File: src/rtl/uart_rx_pkg.sv
package uart_rx_pkg;

  typedef enum logic [2:0] {
    ST_IDLE,
    ST_START,
    ST_DATA,
    ST_PARITY,
    ST_STOP1,
    ST_STOP2
  } rxState_t;

  // strobes from the control FSM to the datapath
  typedef struct packed {
    logic loadHalf;
    logic loadThreeQ;
    logic clearFrame;
    logic sampleData;
    logic samplePar;
    logic sampleStop;
    logic frameDone;
    logic countIdle;
  } ctlStrobes_t;

endpackage

File: src/rtl/uart_rx_control.sv
module uart_rx_control
  import uart_rx_pkg::*;
(
  input  logic        clk,
  input  logic        rstN,
  input  logic        startEdge,
  input  logic        baudTick,
  input  logic        lineNow,
  input  logic        lastData,
  input  logic        parityOn,
  input  logic [1:0]  stopSel,
  output ctlStrobes_t stb
);

  rxState_t state, nextState;

  always_ff @(posedge clk or negedge rstN) begin
    if (!rstN) state <= ST_IDLE;
    else       state <= nextState;
  end

  always_comb begin
    stb           = '0;
    nextState     = state;
    stb.countIdle = (state == ST_IDLE);
    case (state)
      ST_IDLE: if (startEdge) begin
        stb.loadHalf   = 1'b1;
        stb.clearFrame = 1'b1;
        nextState      = ST_START;
      end
      ST_START: if (baudTick) begin
        nextState = lineNow ? ST_IDLE : ST_DATA;
      end
      ST_DATA: if (baudTick) begin
        stb.sampleData = 1'b1;
        if (lastData) nextState = parityOn ? ST_PARITY : ST_STOP1;
      end
      ST_PARITY: if (baudTick) begin
        stb.samplePar = 1'b1;
        nextState     = ST_STOP1;
      end
      ST_STOP1: if (baudTick) begin
        stb.sampleStop = 1'b1;
        case (stopSel)
          2'd2: begin
            stb.loadThreeQ = 1'b1;
            nextState      = ST_STOP2;
          end
          2'd3: nextState = ST_STOP2;
          default: begin
            stb.frameDone = 1'b1;
            nextState     = ST_IDLE;
          end
        endcase
      end
      ST_STOP2: if (baudTick) begin
        stb.sampleStop = 1'b1;
        stb.frameDone  = 1'b1;
        nextState      = ST_IDLE;
      end
      default: nextState = ST_IDLE;
    endcase
  end

endmodule

File: src/rtl/uart_rx_datapath.sv
module uart_rx_datapath
  import uart_rx_pkg::*;
#(
  parameter int DIV_W         = 20,
  parameter int DATA_W        = 8,
  parameter int THR_W         = 7,
  parameter int CNT_W         = 8,
  parameter int BITS_PER_BYTE = 10
) (
  input  logic              clk,
  input  logic              rstN,
  input  logic              rxLine,
  input  logic              invertRx,
  input  logic [DIV_W-1:0]  divisor,
  input  logic [1:0]        dataLenSel,
  input  logic              parityOn,
  input  logic              parityOdd,
  input  logic              idleEn,
  input  logic [THR_W-1:0]  idleThresh,
  input  logic              flowEn,
  input  logic [THR_W-1:0]  flowThresh,
  input  logic [CNT_W-1:0]  fifoCount,
  input  logic              fifoFull,
  input  ctlStrobes_t       stb,
  output logic              lineNow,
  output logic              startEdge,
  output logic              baudTick,
  output logic              lastData,
  output logic              pushValid,
  output logic [DATA_W-1:0] pushData,
  output logic              parityErr,
  output logic              frameErr,
  output logic              breakDet,
  output logic              overflow,
  output logic              idleTimeout,
  output logic              rtsN
);

  localparam int IDX_W   = $clog2(DATA_W);
  localparam int MIN_LEN = DATA_W - 3;
  localparam int IBIT_W  = $clog2(BITS_PER_BYTE);
  localparam logic [DIV_W-1:0] DIV_FLOOR = DIV_W'(4);

  // input synchroniser and edge detect
  logic [1:0] syncQ;
  logic       prevLine;
  always_ff @(posedge clk or negedge rstN) begin
    if (!rstN) begin
      syncQ    <= 2'b11;
      prevLine <= 1'b1;
    end else begin
      syncQ    <= {syncQ[0], rxLine ^ invertRx};
      prevLine <= syncQ[1];
    end
  end
  assign lineNow   = syncQ[1];
  assign startEdge = prevLine & ~syncQ[1];

  // bit timer, free-running between frames so it also paces the idle count
  logic [DIV_W-1:0] effDiv, baudCnt;
  assign effDiv   = (divisor < DIV_FLOOR) ? DIV_FLOOR : divisor;
  assign baudTick = (baudCnt == '0);
  always_ff @(posedge clk or negedge rstN) begin
    if (!rstN)               baudCnt <= '0;
    else if (stb.loadHalf)   baudCnt <= (effDiv >> 1) - 1'b1;
    else if (stb.loadThreeQ) baudCnt <= (effDiv >> 1) + (effDiv >> 2) - 1'b1;
    else if (baudTick)       baudCnt <= effDiv - 1'b1;
    else                     baudCnt <= baudCnt - 1'b1;
  end

  // frame accumulation
  logic [DATA_W-1:0] shiftReg;
  logic [IDX_W-1:0]  bitIdx;
  logic              parAcc, anyHigh, stopOk;
  assign lastData = (bitIdx == IDX_W'(MIN_LEN - 1) + IDX_W'(dataLenSel));
  always_ff @(posedge clk or negedge rstN) begin
    if (!rstN) begin
      shiftReg <= '0;
      bitIdx   <= '0;
      parAcc   <= 1'b0;
      anyHigh  <= 1'b0;
      stopOk   <= 1'b1;
    end else if (stb.clearFrame) begin
      shiftReg <= '0;
      bitIdx   <= '0;
      parAcc   <= 1'b0;
      anyHigh  <= 1'b0;
      stopOk   <= 1'b1;
    end else begin
      if (stb.sampleData) begin
        shiftReg <= {lineNow, shiftReg[DATA_W-1:1]};
        bitIdx   <= bitIdx + 1'b1;
      end
      if (stb.sampleData || stb.samplePar) parAcc <= parAcc ^ lineNow;
      if (stb.sampleData || stb.samplePar || stb.sampleStop) anyHigh <= anyHigh | lineNow;
      if (stb.sampleStop) stopOk <= stopOk & lineNow;
    end
  end

  // frame verdict (final stop sample coincides with frameDone)
  logic             finalAny, finalStop;
  logic [IDX_W-1:0] alignShift;
  assign finalAny   = anyHigh | lineNow;
  assign finalStop  = stopOk & lineNow;
  assign alignShift = IDX_W'(DATA_W - MIN_LEN) - IDX_W'(dataLenSel);

  always_ff @(posedge clk or negedge rstN) begin
    if (!rstN) begin
      pushValid <= 1'b0;
      pushData  <= '0;
      parityErr <= 1'b0;
      frameErr  <= 1'b0;
      breakDet  <= 1'b0;
      overflow  <= 1'b0;
    end else begin
      pushValid <= stb.frameDone & finalAny & ~fifoFull;
      overflow  <= stb.frameDone & finalAny & fifoFull;
      breakDet  <= stb.frameDone & ~finalAny;
      frameErr  <= stb.frameDone & finalAny & ~finalStop;
      parityErr <= stb.frameDone & finalAny & parityOn & (parAcc != parityOdd);
      if (stb.frameDone && finalAny && !fifoFull) pushData <= shiftReg >> alignShift;
    end
  end

  // idle timeout counting in byte times
  logic [IBIT_W-1:0] idleBits;
  logic [THR_W-1:0]  idleBytes;
  logic              fired, fireNow;
  assign fireNow = idleEn & stb.countIdle & ~fired & (idleBytes >= idleThresh)
                 & (fifoCount != '0);
  always_ff @(posedge clk or negedge rstN) begin
    if (!rstN) begin
      idleBits    <= '0;
      idleBytes   <= '0;
      fired       <= 1'b0;
      idleTimeout <= 1'b0;
    end else begin
      idleTimeout <= fireNow;
      if (stb.clearFrame)  fired <= 1'b0;
      else if (fireNow)    fired <= 1'b1;
      if (stb.clearFrame || stb.frameDone) begin
        idleBits  <= '0;
        idleBytes <= '0;
      end else if (stb.countIdle && baudTick) begin
        if (idleBits == IBIT_W'(BITS_PER_BYTE - 1)) begin
          idleBits <= '0;
          if (idleBytes != '1) idleBytes <= idleBytes + 1'b1;
        end else begin
          idleBits <= idleBits + 1'b1;
        end
      end
    end
  end

  // ready-to-send from the FIFO fill level
  always_ff @(posedge clk or negedge rstN) begin
    if (!rstN) rtsN <= 1'b0;
    else       rtsN <= flowEn & (fifoCount > CNT_W'(flowThresh));
  end

endmodule

File: src/rtl/uart_rx_engine.sv
module uart_rx_engine
  import uart_rx_pkg::*;
#(
  parameter int DIV_W         = 20,
  parameter int DATA_W        = 8,
  parameter int THR_W         = 7,
  parameter int CNT_W         = 8,
  parameter int BITS_PER_BYTE = 10
) (
  input  logic              clk,
  input  logic              rstN,
  input  logic              rxLine,
  input  logic              invertRx,
  input  logic [DIV_W-1:0]  divisor,
  input  logic [1:0]        dataLenSel,
  input  logic [1:0]        stopSel,
  input  logic              parityOn,
  input  logic              parityOdd,
  input  logic              idleEn,
  input  logic [THR_W-1:0]  idleThresh,
  input  logic              flowEn,
  input  logic [THR_W-1:0]  flowThresh,
  input  logic [CNT_W-1:0]  fifoCount,
  input  logic              fifoFull,
  output logic              pushValid,
  output logic [DATA_W-1:0] pushData,
  output logic              parityErr,
  output logic              frameErr,
  output logic              breakDet,
  output logic              overflow,
  output logic              idleTimeout,
  output logic              rtsN
);

  ctlStrobes_t stb;
  logic        lineNow, startEdge, baudTick, lastData;

  uart_rx_control u_ctl (
    .clk       (clk),
    .rstN      (rstN),
    .startEdge (startEdge),
    .baudTick  (baudTick),
    .lineNow   (lineNow),
    .lastData  (lastData),
    .parityOn  (parityOn),
    .stopSel   (stopSel),
    .stb       (stb)
  );

  uart_rx_datapath #(
    .DIV_W         (DIV_W),
    .DATA_W        (DATA_W),
    .THR_W         (THR_W),
    .CNT_W         (CNT_W),
    .BITS_PER_BYTE (BITS_PER_BYTE)
  ) u_dp (
    .clk         (clk),
    .rstN        (rstN),
    .rxLine      (rxLine),
    .invertRx    (invertRx),
    .divisor     (divisor),
    .dataLenSel  (dataLenSel),
    .parityOn    (parityOn),
    .parityOdd   (parityOdd),
    .idleEn      (idleEn),
    .idleThresh  (idleThresh),
    .flowEn      (flowEn),
    .flowThresh  (flowThresh),
    .fifoCount   (fifoCount),
    .fifoFull    (fifoFull),
    .stb         (stb),
    .lineNow     (lineNow),
    .startEdge   (startEdge),
    .baudTick    (baudTick),
    .lastData    (lastData),
    .pushValid   (pushValid),
    .pushData    (pushData),
    .parityErr   (parityErr),
    .frameErr    (frameErr),
    .breakDet    (breakDet),
    .overflow    (overflow),
    .idleTimeout (idleTimeout),
    .rtsN        (rtsN)
  );

endmodule

File: config.mk
export PLATFORM = sky130hd
export DESIGN_NAME = uart_rx_engine
export DESIGN_NICKNAME = d
export VERILOG_FILES = /design/src/rtl/uart_rx_pkg.sv /design/src/rtl/uart_rx_control.sv /design/src/rtl/uart_rx_datapath.sv /design/src/rtl/uart_rx_engine.sv
export SDC_FILE = /design/constraint.sdc
export NUM_CORES = 1
export LEC_CHECK = 0
export ABC_AREA = 1
export BUFFER_PORTS_ARGS = -buffer_cell sky130_fd_sc_hd__buf_2
export CAP_MARGIN = 20
export CORE_UTILIZATION = 40
export CTS_BUF_LIST = sky130_fd_sc_hd__clkbuf_4 sky130_fd_sc_hd__clkbuf_8
export DETAILED_ROUTE_END_ITERATION = 8
export GPL_TIMING_DRIVEN = 0
export PLACE_DENSITY = 0.57
export SYNTH_ARGS = -nofsm -noshare
export SYNTH_HDL_FRONTEND = slang
export SYNTH_SLANG_ARGS = --single-unit
export TNS_END_PERCENT = 1
File: constraint.sdc
create_clock -name clk -period 2.56 [get_ports clk]
set_input_delay 0.384 -clock clk [delete_from_list [all_inputs] [get_ports clk]]
set_output_delay 0.384 -clock clk [all_outputs]
set_load 0.005 [all_outputs]
# --- Word-level counts from Yosys, hierarchy flattened ---
# Cells that the tools add are included.
word_totals:
  register_bits: 67
  latchBits: 0
  ramBits: 0
  romBits: 0
  in_bits: 55
  output_inout_bits: 15
  n_memories: 0
classes:
  addsub: 10
  mul: 0
  div_mod_pow: 0
  order_cmp: 3
  eq_ne: 18
  n_shift: 1
  muxes: 46
  bitwise: 22
  n_reduce_logical: 21
op_table:
  columns: ["op", "count"]
  rows:
  - ["$mux 20", 4]
  - ["$sub 20x1->20 const B", 3]
  - ["$mux 3", 11]
  - ["$mux 7", 4]
  - ["$add 19x18->20", 1]
  - ["$logic_not 20->1", 1]
  - ["$lt 20x3->1 const B", 1]
  - ["$sub 19x1->20 const B", 1]
  - ["$pmux 3 s6", 1]
  - ["$mux 1", 17]
  - ["$mux 8", 2]
  - ["$reduce_bool 2->1", 8]
  - ["$and 1x1->1", 14]
  - ["$mux 4", 3]
  - ["$ne 2x1->1 const B", 5]
  - ["$gt 8x7->1", 1]
  - ["$reduce_bool 8->1", 1]
  - ["$shr 8x3->8", 1]
  - ["$add 7x1->7 const B", 1]
  - ["$ge 7x7->1", 1]
  - ["$ne 7x7->1 const B", 1]
  - ["$reduce_and 7->1", 1]
  - ["$eq 3x2->1 const B", 2]
  - ["$eq 3x3->1 const B", 2]
  - ["other kinds (21)", 34]

# --- Logic depth before layout (Yosys ltp) ---
# Gate-level depths: netlist of run 1.
depth:
  ltp_word: 8
  depth_mapped: 21
  depth_no_buf: 21

# --- Cells and area by module ---
# From an unflattened synthesis of run 1, not the netlist that was laid out.
hier_totals:
  cells_unflattened: 912
  area_unflattened_um2: 6302.3
by_module_without_submodules:
  columns: ["module", "n_inst", "cells_each", "area_each_um2", "seq_area_each_um2"]
  rows:
  - ["uart_rx_datapath", 1, 860, 6013.3, 1606.5]
  - ["uart_rx_control", 1, 52, 289.0, 75.1]

# --- Worst setup path after synthesis of run 1 ---
# No wires, ideal clock.
synth_timing:
  path_type: "in2reg"
  start: "input port divisor[6]"
  end: "register u_dp.baudCnt[13]"
  setup_time_ns: 0.118
  arrival_ns: 2.913
  required_ns: 2.442
  setup_slack_ns: -0.470
  cell_stages: 19
  n_path_buf: 0
  path_cell_list: "inv_1 > nand3_1 > nor2_1 > nand2_1 > nand2_1 > inv_1 > ha_1 > inv_1 > ha_1 > inv_1 > fa_1 > nor3_1 > nor2_1 > o21ai_0 > a21o_1 > or2_2 > nand3_1 > nand3_1 > nand2_1"
synth_via:
  elab_chain_len: 6
  elab_cells_between_ends: 9
synth_rtl:
  columns: ["item", "line", "rtl"]
  rows:
  - ["from (decl)", "uart_rx_engine.sv:14", "input logic [DIV_W-1:0] divisor,"]
  - ["$lt 20x3->1", "uart_rx_datapath.sv:61", "assign effDiv = (divisor < DIV_FLOOR) ? DIV_FLOOR : divisor;"]
  - ["$mux 20 *", "uart_rx_datapath.sv:61", null]
  - ["$add 19x18->20 or $sub 20x1->20 (tied branches)", "uart_rx_datapath.sv:66, uart_rx_datapath.sv:67", null]
  - ["$sub 20x1->20 or $mux 20 (tied branches)", "uart_rx_datapath.sv:66, uart_rx_datapath.sv:67", null]
  - ["$mux 20", "uart_rx_datapath.sv:66", "else if (stb.loadThreeQ) baudCnt <= (effDiv >> 1) + (effDiv >> 2) - 1'b1;"]
  - ["$mux 20 *", "uart_rx_datapath.sv:65", "else if (stb.loadHalf) baudCnt <= (effDiv >> 1) - 1'b1;"]
  - ["to (signal assigned)", "uart_rx_datapath.sv:65", null]
  - ["to (signal assigned)", "uart_rx_datapath.sv:66", null]
  - ["to (signal assigned)", "uart_rx_datapath.sv:67", "else if (baudTick) baudCnt <= effDiv - 1'b1;"]
  - ["to (decl)", "uart_rx_datapath.sv:60", "logic [DIV_W-1:0] effDiv, baudCnt;"]
# Mark *: on every way between the ends. The rest lies on a longest branch, timed or not.
# A chain may end at the register's enable or synchronous reset.

# --- Final worst setup path of run 1 ---
layout_timing:
  start: "input port divisor[12]"
  end: "register u_dp.baudCnt[9]"
layout_via:
  elab_chain_len: 6
  elab_cells_between_ends: 9
layout_rtl:
  columns: ["item", "line"]
  rows:
  - ["$lt 20x3->1 *", "uart_rx_datapath.sv:61"]
  - ["$mux 20 *", "uart_rx_datapath.sv:61"]
  - ["$add 19x18->20 or $sub 20x1->20 (tied branches)", "uart_rx_datapath.sv:66, uart_rx_datapath.sv:67"]
  - ["$sub 20x1->20 or $mux 20 (tied branches)", "uart_rx_datapath.sv:66, uart_rx_datapath.sv:67"]
  - ["$mux 20", "uart_rx_datapath.sv:66"]
  - ["$mux 20 *", "uart_rx_datapath.sv:65"]
# Marked as above.

==> out/results.env, run 1 <==
GRT_REMAINING_OVERFLOW=0
GRTUSAGETOTAL=0.218
ROUTABILITYCONGESTION=0.899
GRT_PASS1_VIAS=5746
AREA_OF_THE_CORE_SQ_UM=14700
FF2FF_PATH_DEPTH=10
START_UTIL=0.416
SYNTH_TOP_CELLS_BY_COUNT='165 x nand2_1, 146 x inv_1, 93 x nor2_1'
TIGHTEST_SLEW_NS=0.863
FIN_SKEW_NS=0.00756
CTS_BUFFER_DEPTH=2
YS_ASYNC_SR_FRACTION=1.00
DETAILEDROUTE.FIRSTITERATIONVIOLATIONS=329
LEAK_PWR_nW=3.72
DOMINANTREGCELLSYNTH='dfrtp_1'
WORSTREG2REGEND='u_dp.baudCnt[19]$_DFF_PN0_'
POWER_mW=3.87
DIE_WD_UM=126
YOSYSTOPAREACELLSHARE=0.258
ANTENNA_CELLS_INSERTED=0
SYNTH_TOP_CELLS_BY_AREA='dfrtp_1 26%, ha_1 12%, nand2_1 10%'
SYNTH-WARNING-COUNT=0
SYNTH_EDF_COUNT=0
FLOORPLAN.DIE_AREA_SQ_UM=15800
DR_TOTAL_VIAS=5851
ENDPOINT_KIND='register'
GLOBALROUTEMET3UTIL=0.0242
IO-PIN-COUNT=70
WORST-PATH-MAX-FANOUT=3
WORST_SLACK_SETUP_FINAL_NS=-0.0169
VIAS_PER_CELL=5.01
SETUP_REPAIR_AFTER_GLOBAL_ROUTING_MISSED_ITS_MARGIN='true'
TIMING.FINAL.HOLD_VIOLATIONS=0
DP.FINAL_HPWL_UM=13000
YOSYSTOPAREACELL='dfrtp_1'
SYNTHDISTINCTLIBCELLS=54
POWER-PER-CELL-AREA_nW_PER_UM2=528
GRT_START_MAX_NET_PINS=68
MAX_FREQ_MHz=388
MAPPEDNETLISTNETS=995
VIOLATED_CHECKS='DRC, setup timing'
SYN_INST=881
CRIT_PATH_DAT_NS=2.85
FIN_WORST_HOLD_SLACK_NS=0.141
WIRE_LENGTH_OF_THE_FIRST_GLOBAL_ROUTING_PASS_UM=27400
REMAINING_MAX_SLEW_BUDGET_AT_THE_TIGHTEST_PIN=0.424
SYNTH.FF_LATCH_COUNT=67
FINAL_PERIOD_MINUS_WORST_SETUP_SLACK_NS=2.58
TOP_USAGE_LAYER='met2'
SLEW_VIOL_FINAL=0
SETUP-VIOLATIONS-FINAL=1
WIRELENGTH_UM=16300
YS_SEQ_AREA_FRAC=0.275
DRC=4
SYN_AREA_SQ_UM=6120
WORST_HOLD_PATH_TYPE='in -> async'
IO_BUFFER_COUNT=68
INITIAL_ANTENNA_VIOLATION_COUNT=0
POST_DRT_WL_PER_CELL_UM=14.0
CLOCKROOTBUFFER='clkbuf_8'
CRITICAL_PATH.REG2REG.STARTPOINT='u_dp.baudCnt[10]$_DFF_PN0_'
WORSTSKEWPAIRLATENCY_NS=0.35
LAYOUT_CELLS_SIZED_ABOVE_1=0.207
FINAL_NET_COUNT=1093
WORST_EP_REQUIRED_TIME_NS=2.83
MIN_PERIOD_OVER_PERIOD=1.01
SYN_AVG_CELL_AREA_SQ_UM=6.94
POST-SYNTH-TOP-COUNT-CELL='nand2_1'
STD_CELL_ROWS=44
SYN_TO_FINAL_GROWTH_PCT=19.6
HTREE_LEVELS=3
CTS_TREE='done'
IR_DROP_mV=0.267
WORSTSETUPSTARTPOINTTYPE='input port'
GLOBAL_ROUTING_USAGE_ON_MET2=0.375
FP.DIEH_UM=126
REGTOREGSETUPSLACK_NS=0.12
CTS-BUFFERS-INSERTED=9
AREA_AFTER_DPL_SQ_UM=6750
TNS_NS=-0.0169
CLOCK-SINKS=67
DRT-PASS1-ITER-COUNT=7
FINISH.INSTANCE_AREA_SQ_UM=7310
CLKSLEWWORSTSETUPHOLDPATHS_NS=0.07
TIMING_WORST_SETUP_PATH_TYPE='in -> reg'
STATUS='complete, but fails checks'
CTS-HOLD-FIX-BUFFERS=0
FINAL_ANTENNA_NET_COUNT=0
GLOBAL_ROUTE.USAGE.MET1=0.282
DRV.MAX_CAP_VIOLATION_COUNT=0
-- worst max-delay path: stages --
cell     delay [ns]
buf_4          0.14
nor2_4         0.10
nand3_2        0.10
nor2_2         0.13
nand2_2        0.06
nand2_2        0.07
inv_2          0.06
ha_2           0.19
inv_2          0.07
ha_4           0.13
inv_2          0.04
fa_2           0.39
nor3_4         0.15
nor2_2         0.07
o21ai_2        0.21
buf_4          0.17
xor2_4         0.18
a21oi_2        0.07
a21oi_1        0.14
-- cells in the final DEF (no fill, tap or decap), types with 11 or more instances in the layout --
cell type  Yosys  final
nand3_1       73     65
nand4_1       20     20
buf_2          4     63
dfrtp_1       63     63
nor2_2        11     17
inv_1        146    135
xor2_1        14     13
o21ai_0       66     62
buf_4          0     22
clkbuf_8       0     11
a21oi_1       56     54
ha_1          57     53
nand2_1      165    160
nor2_1        93     80
-- layout make-up --
cell class / instances / area (sq um)
timing repair buffer: 87 / 528
multi-input combinational: 650 / 4010
clock inverter: 2 / 35.0
clock buffer: 14 / 174
buffer: 14 / 80.1
tap: 184 / 230
sequential: 67 / 1680
fill: 1539 / 7380
inverter: 150 / 578
-- report_power, final --
group	total, mW	switching (mW)	internal (mW)
logic	1.63	1.03	0.598
clock network	0.939	0.404	0.535
registers	1.30	0.0982	1.20
-- sequential cells by signal, summed over array words and instances, names as in the netlist, 2 cells and up --
signal,cells
u_dp.idleBits,4
u_dp.shiftReg,8
u_ctl.state,3
u_dp.syncQ,2
u_dp.baudCnt,20
u_dp.idleBytes,7
u_dp.bitIdx,3
u_dp.pushData,8
-- through the flow --
| stage | setup slack [ns] | util | instances |
|---|---|---|---|
| after floorplan | -0.0911 | - | 881 |
| after global placement | -0.876 | 0.459 | 1133 |
| after detailed placement | -0.864 | 0.459 | 1133 |
| after CTS | -0.0296 | 0.492 | 1166 |
| after global routing | -0.229 | 0.498 | 1168 |
| final | -0.0169 | 0.498 | 1168 |
-- worst max path at each step --
| stage | start | endpoint | slack, ns | cells after the start |
|---|---|---|---|---|
| 2_1_floorplan | divisor[19] | u_dp.baudCnt[13]$_DFF_PN0_ | -0.09 | 19 |
| 3_3_place_gp | divisor[17] | u_dp.baudCnt[17]$_DFF_PN0_ | -0.88 | 20 |
| 3_5_place_dp | divisor[14] | u_dp.baudCnt[17]$_DFF_PN0_ | -0.86 | 20 |
| 4_1_cts | divisor[7] | u_dp.baudCnt[17]$_DFF_PN0_ | -0.03 | 21 |
| 5_1_grt | divisor[12] | u_dp.baudCnt[9]$_DFF_PN0_ | -0.23 | 19 |
| 6_report | divisor[12] | u_dp.baudCnt[9]$_DFF_PN0_ | -0.02 | 19 |
-- logic make-up after synthesis --
| kind of cell | count (synthesis) | share of synthesized area |
|---|---|---|
| xor+xnor | 18 | 0.0258 |
| fa+ha+maj | 59 | 0.123 |
| flops | 67 | 0.275 |
| compound gates | 161 | 0.152 |
| mux | 7 | 0.0115 |
| buf+inv | 164 | 0.106 |
| simple gates | 405 | 0.307 |
-- per-layer routing --
layer  vias up  share of wire
li1       3092              -
met1      2653           0.48
met2        85           0.47
met3        21          0.026
met4         0          0.023
met5         -              0
-- repair_timing --
item	4_1_cts	5_1_grt
buffers inserted	17	2
gates resized for setup	41	21
endpoints found under the hold margin	0	0
setup endpoints to repair	13	17
pin swaps	24	12
No activity file was read; power rests on OpenSTA's default activity.
==> run 2, diff against run 1 <==
--- a/config.mk
+++ b/config.mk
@@ -8,6 +8,7 @@
 export ABC_AREA = 1
 export BUFFER_PORTS_ARGS = -buffer_cell sky130_fd_sc_hd__buf_2
 export CAP_MARGIN = 20
+export CORE_ASPECT_RATIO = 0.6
 export CORE_UTILIZATION = 40
 export CTS_BUF_LIST = sky130_fd_sc_hd__clkbuf_4 sky130_fd_sc_hd__clkbuf_8
 export DETAILED_ROUTE_END_ITERATION = 8
==> out/results.env, run 2 (synthesized netlist as in run 1, its figures left out) <==
FILLERINSTANCES=1534  # was 1539
DRV.MAX_CAP_VIOLATION_COUNT=0  # unchanged
GRT_REMAINING_OVERFLOW=0  # unchanged
START_UTIL=0.416  # about the same
POST_DRT_WL_PER_CELL_UM=15.0  # was 14.0 um
CTS-BUFFERS-INSERTED=9  # unchanged
FF2FF_PATH_DEPTH=14  # was 10
SETUP_REPAIR_AFTER_GLOBAL_ROUTING_MISSED_ITS_MARGIN='true'  # unchanged
WORST_SLACK_SETUP_FINAL_NS=-0.223  # was -0.0169 ns
FINAL_COMMON_CELL='nand2_1'  # unchanged
DR_TOTAL_VIAS=6037  # was 5851
FINAL_ANTENNA_NET_COUNT=0  # unchanged
FINISH.INSTANCE_AREA_SQ_UM=7410  # was 7310 sq um
STD_CELL_ROWS=34  # was 44
WORSTSKEWPAIRLATENCY_NS=0.36  # was 0.35 ns
DP_CELLS=1148  # was 1133
STATUS='complete, but fails checks'  # unchanged
WHS_ENDPOINT='u_dp.syncQ[0]$_DFF_PN1_'
SYN_TO_FINAL_GROWTH_PCT=21.2  # was 19.6%
TIGHTEST_SLEW_NS=0.795  # was 0.863 ns
GRT_PASS1_VIAS=5428  # was 5746
COMBPWRFRAC=0.442  # was 0.421
IO-PIN-COUNT=70  # unchanged
REMAINING_MAX_SLEW_BUDGET_AT_THE_TIGHTEST_PIN=0.470  # was 0.424
FIN_SKEW_NS=0.0143  # was 0.00756 ns
POWER_mW=3.81  # was 3.87 mW
MAX_FREQ_MHz=359  # was 388 MHz
LAYOUT_CELLS_SIZED_ABOVE_1=0.211  # was 0.207
LARGEST_REGISTER_FF_COUNT=20  # unchanged
GRTUSAGETOTAL=0.232  # was 0.218
CLOCK-SINKS=67  # unchanged
DETAILEDROUTE.FIRSTITERATIONVIOLATIONS=443  # was 329
DRC=0  # was 4
INITIAL_ANTENNA_VIOLATION_COUNT=0  # unchanged
HOLDCRITSTARTPOINT='rxLine'
MET2WIRELENGTH_UM=6390  # was 7700 um
LARGEST-REGISTER='u_dp.baudCnt'  # unchanged
WORST-PATH-MAX-FANOUT=4  # was 3
TIMING.FINAL.HOLD_VIOLATIONS=0  # unchanged
FIN_UTIL=0.503  # was 0.498
AREA_OF_THE_CORE_SQ_UM=14700  # about the same
ROUTE.LAYER.MET1.WL_UM=10200  # was 7820 um
GRT_START_MAX_NET_PINS=60  # was 68
LEAK_PWR_nW=3.75  # was 3.72 nW
WIRE_LENGTH_OF_THE_FIRST_GLOBAL_ROUTING_PASS_UM=28600  # was 27400 um
CTS_TREE='done'  # unchanged
FINAL_PERIOD_MINUS_WORST_SETUP_SLACK_NS=2.78  # was 2.58 ns
CLOCKROOTBUFFER='clkbuf_8'  # unchanged
FLOORPLAN.DIE_AREA_SQ_UM=15800  # about the same
DIE_WD_UM=162  # was 126 um
TIMING_WORST_SETUP_PATH_TYPE='in -> reg'  # unchanged
BIGGESTREGSBYFLOPS='u_dp.baudCnt x20, u_dp.pushData x8, u_dp.shiftReg x8'  # unchanged
ROUTABILITYCONGESTION=0.931  # was 0.899
FP.DIEH_UM=97.8  # was 126 um
POWER-PER-CELL-AREA_nW_PER_UM2=515  # was 528 nW/um^2
WORST_HOLD_PATH_TYPE='in -> reg'  # was in -> async
CRIT_PATH_DAT_NS=3.02  # was 2.85 ns
WORST_EP_REQUIRED_TIME_NS=2.80  # was 2.83 ns
CELL_DEPTH_OF_THE_WORST_HOLD_PATH=2
LAYOUT.CELLS.NON_FILLER=1184  # was 1168
DP.FINAL_HPWL_UM=14200  # was 13000 um
WIRELENGTH_UM=17800  # was 16300 um
WORSTREG2REGEND='u_dp.baudCnt[16]$_DFF_PN0_'  # was u_dp.baudCnt[19]$_DFF_PN0_
VIAS_PER_CELL=5.10  # was 5.01
ANTENNA_CELLS_INSERTED=0  # unchanged
REGTOREGSETUPSLACK_NS=0.09  # was 0.12 ns
ENDPOINT_KIND='register'  # unchanged
INTERNAL_POWER_mW=2.16  # was 2.33 mW
IO_BUFFER_COUNT=68  # unchanged
SWITCHING_SHARE=0.433  # was 0.397
FINAL_CELL_MIX='162 x nand2_1, 137 x inv_1, 79 x nor2_1, 65 x nand3_1, 63 x dfrtp_1'  # was 160 x nand2_1, 135 x inv_1, 80 x nor2_1, 65 x nand3_1
SHARE_CLK_OF_TOTAL_POWER=0.213  # was 0.243
VIOLATED_CHECKS='setup timing'  # was DRC, setup timing
CRITICAL_PATH.REG2REG.STARTPOINT='u_dp.baudCnt[17]$_DFF_PN0_'  # was u_dp.baudCnt[10]$_DFF_PN0_
NETSWITCHINGPOWER_mW=1.65  # was 1.53 mW
FINAL_NET_COUNT=1095  # was 1093
AREA_AFTER_DPL_SQ_UM=6800  # was 6750 sq um
IR_DROP_mV=0.223  # was 0.267 mV
DETAILROUTE.WIRELENGTH.MET3_UM=1150  # was 417 um
SETUP-VIOLATIONS-FINAL=10  # was 1
MIN_PERIOD_OVER_PERIOD=1.09  # was 1.01
TOPROUTINGLAYERUSED='met4'  # unchanged
DRT-PASS1-ITER-COUNT=5  # was 7
SEQUENTIALPOWERSHARE=0.345  # was 0.336
SLEW_VIOL_FINAL=0  # unchanged
HTREE_LEVELS=3  # unchanged
CLKSLEWWORSTSETUPHOLDPATHS_NS=0.08  # was 0.07 ns
WORSTSETUPSTARTPOINTTYPE='input port'  # unchanged
TNS_NS=-1.02  # was -0.0169 ns
CTS_BUFFER_DEPTH=2  # unchanged
[run 2: cell count changes in the layout (fill, tap and decap cells not counted), sizes merged]
cell         previous run  this run
buf                    94        95
bufinv                  1         0
clkbuf                 21        16
clkinv                  1         3
clkinvlp                2         5
dlygate4sd3             0         1
inv                   148       149
[run 2: metrics by stage]
stage	setup WS, ns	hold WS (ns)
2_1_floorplan	-0.0911	0.0884
3_3_place_gp	-0.995	0.347
3_5_place_dp	-1.00	0.232
4_1_cts	-0.105	0.157
5_1_grt	-0.292	0.159
6_report	-0.223	0.173
[run 2: how the worst max path moves through the flow]
stage                           start                    endpoint  slack (ns)
after global placement    divisor[19]  u_dp.baudCnt[17]$_DFF_PN0_       -0.99
after floorplan           divisor[19]  u_dp.baudCnt[13]$_DFF_PN0_       -0.09
after CTS                 divisor[18]  u_dp.baudCnt[17]$_DFF_PN0_       -0.11
final                     divisor[19]  u_dp.baudCnt[17]$_DFF_PN0_       -0.22
after detailed placement  divisor[14]  u_dp.baudCnt[17]$_DFF_PN0_       -1.00
after global routing      divisor[19]  u_dp.baudCnt[17]$_DFF_PN0_       -0.29
[run 2: what timing repair did]
action | CTS | global route
pin swaps | 25 | 26
buffers inserted | 16 | 3
gates resized for setup | 54 | 28
endpoints found under the setup margin | 15 | 31
hold buffers | 1 | 0
hold endpoints to repair | 8 | 0
[run 2: layer usage]
| layer | vias up | global-route usage |
|---|---|---|
| met5 | - | 0 |
| met4 | 0 | 0.0276 |
| met3 | 7 | 0.0463 |
| met2 | 158 | 0.297 |
| met1 | 2763 | 0.392 |
| li1 | 3109 | - |
[run 2: layout make-up]
cell class                      count  area, sq um  share of cell area
Buffer                             14         83.8              0.0113
Sequential cell                    67         1680               0.227
Timing Repair Buffer               89          597              0.0805
Clock buffer                        9          124              0.0167
Clock inverter                      7         53.8             0.00726
Inverter                          150          581              0.0783
Tap cell                          198          248              0.0334
Multi-Input combinational cell    650         4040               0.546
[run 2: power groups by stage]
stage               Sequential, mW  Combinational (mW)  Clock (mW)
CTS                           1.30                1.62       0.836
detailed placement            1.32                1.54           0
floorplan                     1.29                1.12           0
global route                  1.33                1.89       0.887
global placement              1.32                1.53           0
finish                        1.32                1.69       0.812
[run 2: worst max-delay path, cell delays in order]
cell     delay, ns
buf_8         0.11
nor2_4        0.11
nand3_4       0.13
nor2_4        0.18
nand2_4       0.09
nand2_4       0.07
inv_4         0.05
ha_4          0.21
inv_4         0.06
ha_4          0.14
inv_4         0.04
fa_2          0.44
nor3_4        0.17
nor2_2        0.07
o21ai_2       0.26
nand4_1       0.16
nand3_1       0.12
nand3_2       0.10
nand3_2       0.07
nand2_1       0.06
